<file path="src/rtl/thermal_fan_pwm.sv">
module thermal_fan_pwm #(
  parameter int unsigned PERIOD     = 4000,
  parameter int unsigned NLEV       = 4,
  parameter int unsigned SETTLE_CYC = 500_000_000,
  parameter int unsigned T_BASE     = 32'h9C00,
  parameter int unsigned T_STEP     = 32'h0800,
  parameter int unsigned HYST       = 32'h0200
) (
  input  logic        clk,
  input  logic        rst_n,
  input  logic        wr_en,
  input  logic [7:0]  addr,
  input  logic [31:0] wr_data,
  output logic [31:0] rd_data,
  input  logic [15:0] temp_code,
  input  logic        temp_valid,
  output logic        pwm_out,
  output logic        irq
);
  localparam int PW = $clog2(PERIOD + 1);
  localparam int CW = $clog2(SETTLE_CYC + 1);
  localparam int LW = $clog2(NLEV + 1);

  localparam logic [7:0] A_MASK = 8'h40, A_PEND = 8'h44, A_SRC = 8'h48;
  localparam logic [7:0] A_EN = 8'h80, A_WID = 8'h84, A_PER = 8'hC0, A_TMP = 8'hC8;

  function automatic logic [31:0] thr(input int unsigned k);
    return T_BASE + (k - 1) * T_STEP;
  endfunction

  function automatic logic [PW-1:0] duty(input int unsigned k);
    return PW'(PERIOD * (k + 1) / NLEV);
  endfunction

  logic          en, settling;
  logic [3:0]    mask, pend, clr, set;
  logic [PW-1:0] width, pc;
  logic [15:0]   temp_q;
  logic [LW-1:0] lvl, up_lvl;
  logic [CW-1:0] cnt;

  always_comb begin
    up_lvl = '0;
    for (int unsigned k = 1; k < NLEV; k++)
      if (32'(temp_code) >= thr(k)) up_lvl = LW'(k);
  end

  wire wr_w = wr_en && addr == A_WID && en;
  wire rise = temp_valid && en && up_lvl > lvl;
  wire fall = temp_valid && en && !rise && lvl != '0 && (32'(temp_code) + HYST < thr(32'(lvl)));
  wire done = settling && cnt == CW'(SETTLE_CYC - 1);

  assign clr = (wr_en && addr == A_PEND) ? wr_data[3:0] : 4'b0;
  assign set = {1'b0, rise, 1'b0, done || (wr_w && !settling)};
  assign pwm_out = en && (pc < width);
  assign irq = |(pend & ~mask);

  always_ff @(posedge clk) begin
    if (!rst_n) begin
      en   <= 1'b0;
      mask <= 4'hF;
    end else if (wr_en) begin
      if (addr == A_EN)   en   <= wr_data[0];
      if (addr == A_MASK) mask <= wr_data[3:0];
    end
  end

  always_ff @(posedge clk) begin
    if (!rst_n || !en) begin
      width    <= duty(0);
      pc       <= '0;
      temp_q   <= '0;
      lvl      <= '0;
      settling <= 1'b0;
      cnt      <= '0;
      pend     <= '0;
    end else begin
      pc <= (pc == PW'(PERIOD - 1)) ? '0 : pc + PW'(1);
      if (temp_valid) temp_q <= temp_code;
      if (rise) lvl <= up_lvl;
      else if (fall) lvl <= lvl - LW'(1);
      if (wr_w) width <= (wr_data > PERIOD) ? PW'(PERIOD) : wr_data[PW-1:0];
      else if (rise) width <= duty(32'(up_lvl));
      if (rise || (wr_w && settling)) begin
        settling <= 1'b1;
        cnt      <= '0;
      end else if (done) begin
        settling <= 1'b0;
      end else if (settling) begin
        cnt <= cnt + CW'(1);
      end
      pend <= (pend & ~clr) | set;
    end
  end

  always_comb begin
    case (addr)
      A_EN:    rd_data = {31'b0, en};
      A_MASK:  rd_data = {28'b0, mask};
      A_PEND:  rd_data = {28'b0, pend};
      A_SRC:   rd_data = {28'b0, pend & ~mask};
      A_WID:   rd_data = 32'(width);
      A_PER:   rd_data = PERIOD;
      A_TMP:   rd_data = {16'b0, temp_q};
      default: rd_data = '0;
    endcase
  end

  a_r3_width_in_range: assert property (@(posedge clk) disable iff (!rst_n)
    32'(width) <= PERIOD);
  a_r1_quiet_when_off: assert property (@(posedge clk) disable iff (!rst_n)
    !en |-> (!pwm_out && !irq));
  a_r7_settle_bounded: assert property (@(posedge clk) disable iff (!rst_n)
    settling |-> 32'(cnt) < SETTLE_CYC);
  a_r7_settle_report: assert property (@(posedge clk) disable iff (!rst_n)
    (done && !wr_w && !rise && en) |=> (pend[0] && !settling));
  a_r6_rise_reports: assert property (@(posedge clk) disable iff (!rst_n)
    rise |=> (pend[2] && settling));
  a_r8_fall_keeps_width: assert property (@(posedge clk) disable iff (!rst_n)
    (fall && !wr_w) |=> $stable(width));
endmodule

</file>
<file path="config.mk">
export PLATFORM = sky130hd
export DESIGN_NAME = thermal_fan_pwm
export DESIGN_NICKNAME = d
export VERILOG_FILES = /design/src/rtl/thermal_fan_pwm.sv
export SDC_FILE = /design/constraint.sdc
export NUM_CORES = 1
export LEC_CHECK = 0
export CORE_MARGIN = 3
export CORE_UTILIZATION = 40
export DETAILED_ROUTE_END_ITERATION = 10
export DONT_BUFFER_PORTS = 1
export PLACE_DENSITY_LB_ADDON = 0.15
export SLEW_MARGIN = 10
export SYNTH_ARGS = -nofsm -noshare
export SYNTH_HDL_FRONTEND = slang
export SYNTH_SLANG_ARGS = --single-unit
</file>
<file path="constraint.sdc">
create_clock -name clk -period 3 [get_ports clk]
set_input_delay 0.3 -clock clk [delete_from_list [all_inputs] [get_ports clk]]
set_output_delay 0.3 -clock clk [all_outputs]
set_load 0.005 [all_outputs]
</file>
==> impl_metrics.toml <==
[critical_path]
critPathLaunchType = "flop"
ff2ff_path_depth = 9
crit_slowest_cell = "a2111oi_0"
rr_endpoint = "lvl[2]"
r2r-start = "lvl[0]"
cp.required_ns = 2.70
critPathKind = "flop to primary output"
crit_chain = "inv_1 > ha_1 > a211oi_1 > nor3_1 > o311ai_0 > a21oi_1 > a2111oi_0"
path_max_fanout = 3
end_kind = "primary output"
max_stage_delay_ns = 0.70
reg2reg_setup_slack_ns = 0.20
crit_arrival_ns = 2.52

[route]
drt_iter0_markers = 190
drc = 0
ant_nets = 0
wl_mm = 11.4
vias_per_cell = 5.48
routedWlPerCell_um = 16.2
num_vias = 3859
first_pass_iters = 4

[synth]
syn_area_um2 = 4700
yosysWarningCount = 0
synth.avg_cell_area_um2 = 8.36
synth-async-reset-ratio_pct = 0
synth_cell_types = 63
synth-seq-cells = 82
synth-edff-count = 0
syn-instance-count = 563
ys_seq_area_share_pct = 34.9
synth-main-ff-cell = "dfxtp_1"

[floorplan]
fp.dieH_um = 114
io_pins = 94
die_w_um = 114
fp.coreArea_um2 = 11200
dieArea_um2 = 13100
start_util_pct = 42.1
placementRows = 38

[clock_network]
cts_tree = "built"
htreeDepth = 3
cts.sinks = 82
post_cts_buffers = 0
root_buffer = "clkbuf_16"
clock_latency_ns = 0.33
numCtsBuffers = 9
clkSlewWorstSetupHoldPaths_ns = 0.06
clk_path_buf_depth = 2

[finish]
layout-drive-gt1-share_pct = 7.45
final_common_cell = "nor2_1"
fin_nets = 644
n_fill_cell = 1113
final_cell_mix = "82 x nor2_1, 81 x dfxtp_1, 38 x nand3_1"
diodes = 0
area_growth_pct = 8.78
final_util_pct = 45.8

[pwr]
ir_drop_mv = 0.421
power.leakage_nw = 1.84
power.density_nw_per_um2 = 475

[sta]
rsz0062_at_grt = "false"
setup_viol = 0
fin_worst_skew_ns = 0.00639
setup_tns_ns = 0
fin_crit_sh_pct = 93.9
hold_violations = 0
worst_pin_slew_ns = 0.888
slew_violations = 0
slew_headroom_pct = 40.7
final.setup.worst_slack_ns = 0.183
finalCriticalPeriod_ns = 2.82
fmax_ghz = 0.355

[grt]
grt.overflow.total = 0
grt_pass1_wl_mm = 19.2
antenna_found_initial = 0
grt_pass1_vias = 3812
grt_use_total_pct = 18.3
grt_max_degree = 30

[flow_run]
drv_cap = 0

[min_path]
worst_hold_path.num_cells = 1
min_to = "mask[3]"
min_from = "rst_n"
holdCritPathClass = "primary input to flop"

[placement]
dp_slack_ns = 0.0370
place_congestion = 0.826
dpl.hpwl_mm = 8.79
portBuffers = 0

[status]
outcome = "completed"
[state kept, by name (all words and copies together), names as in the netlist]
| name | count |
|---|---|
| pend | 4 |
| pc | 12 |
| width | 12 |
| cnt | 29 |
| settling | 1 |
| en | 1 |
| lvl | 3 |
| temp_q | 16 |
| mask | 4 |
[logic make-up after synthesis]
logic type / count (synthesis) / synth area share, %
simple gates: 230 / 24.2
compound gates: 94 / 14.3
flops: 82 / 34.9
buf+inv: 66 / 7.21
xor+xnor: 45 / 8.38
fa+ha+maj: 26 / 7.02
mux: 18 / 3.83
other cells: 2 / 0.160
[report_power, final]
group	switching, mW	leakage [nW]	total, mW	internal, mW
Combinational	0.0358	1.02	0.0710	0.0353
Clock	0.434	0.167	1.27	0.838
Sequential	0.000199	0.661	1.09	1.09
[critical path, delay by kind of cell, from the launching register on]
family	cells	cell delay, ns
compound gates	4	1.37
flops	1	0.39
fa+ha+maj	1	0.28
simple gates	1	0.08
buf+inv	1	0.06
[Yosys cell counts (all sizes together), types with 6 or more instances]
master,number,area share (%)
nand4,9,1.2
ha,24,6.4
and3,6,0.80
and2,7,0.93
mux2i,18,3.8
nand2,37,3.0
a22oi,6,0.96
inv,29,2.3
a211oi,7,1.3
o21ai,23,2.5
or2,7,0.93
dfxtp,82,35
buf,29,4.3
nand3,38,4.0
or3,6,0.80
nor4,8,1.1
xnor2,22,4.1
a21oi,19,2.0
xor2,23,4.3
a221o,6,1.3
nor3,8,0.85
clkbuf,8,0.64
nor2,84,6.9
[cell type report]
| class | instances | area (um2) | area share [%] |
|---|---|---|---|
| multi-input cells | 430 | 2790 | 54.6 |
| flip-flops and latches | 82 | 1640 | 32.1 |
| clock buffers | 12 | 246 | 4.82 |
| well taps | 140 | 175 | 3.42 |
| inverters | 29 | 109 | 2.13 |
| clock inverters | 4 | 98.8 | 1.93 |
| repair buffers | 7 | 52.6 | 1.03 |
[worst max path at each step]
stage / from / slack, ns / cells past startpoint / end
after floorplan: lvl[0] / 0.21 / 9 / lvl[2]
after global placement: lvl[0] / 0.1 / 9 / lvl[2]
after detailed placement: lvl[0] / 0.04 / 9 / lvl[2]
after CTS: lvl[0] / 0.02 / 9 / lvl[2]
after global routing: lvl[0] / 0.02 / 9 / lvl[2]
final: width[1] / 0.18 / 7 / pwm_out
[per-stage QoR]
stage / instance area, um2 / total power [mW] / std cells / hold WS (ns)
2_1_floorplan: 4760 / 1.20 / 578 / 0.372
3_3_place_gp: 4760 / 1.18 / 688 / 0.375
3_5_place_dp: 4760 / 1.18 / 688 / 0.378
4_1_cts: 5110 / 2.46 / 704 / 0.0250
5_1_grt: 5120 / 2.51 / 704 / 0.0366
6_report: 5120 / 2.43 / 704 / 0.0353
[what timing repair did]
item,4_1_cts,5_1_grt
hold buffers,0,0
hold endpoints to repair,0,0
resized for setup,0,3
endpoints found under the setup margin,0,3
[routing by layer]
layer	share of wire (%)	GRT usage [%]	wire (um)	up-vias
li1	-	-	-	1955
met4	2.1	5.86	238	0
met3	6.0	4.55	684	22
met1	45	23.4	5190	1783
met5	0	0	0	-
met2	47	30.2	5320	99
Power figures use the tool's default switching activity.
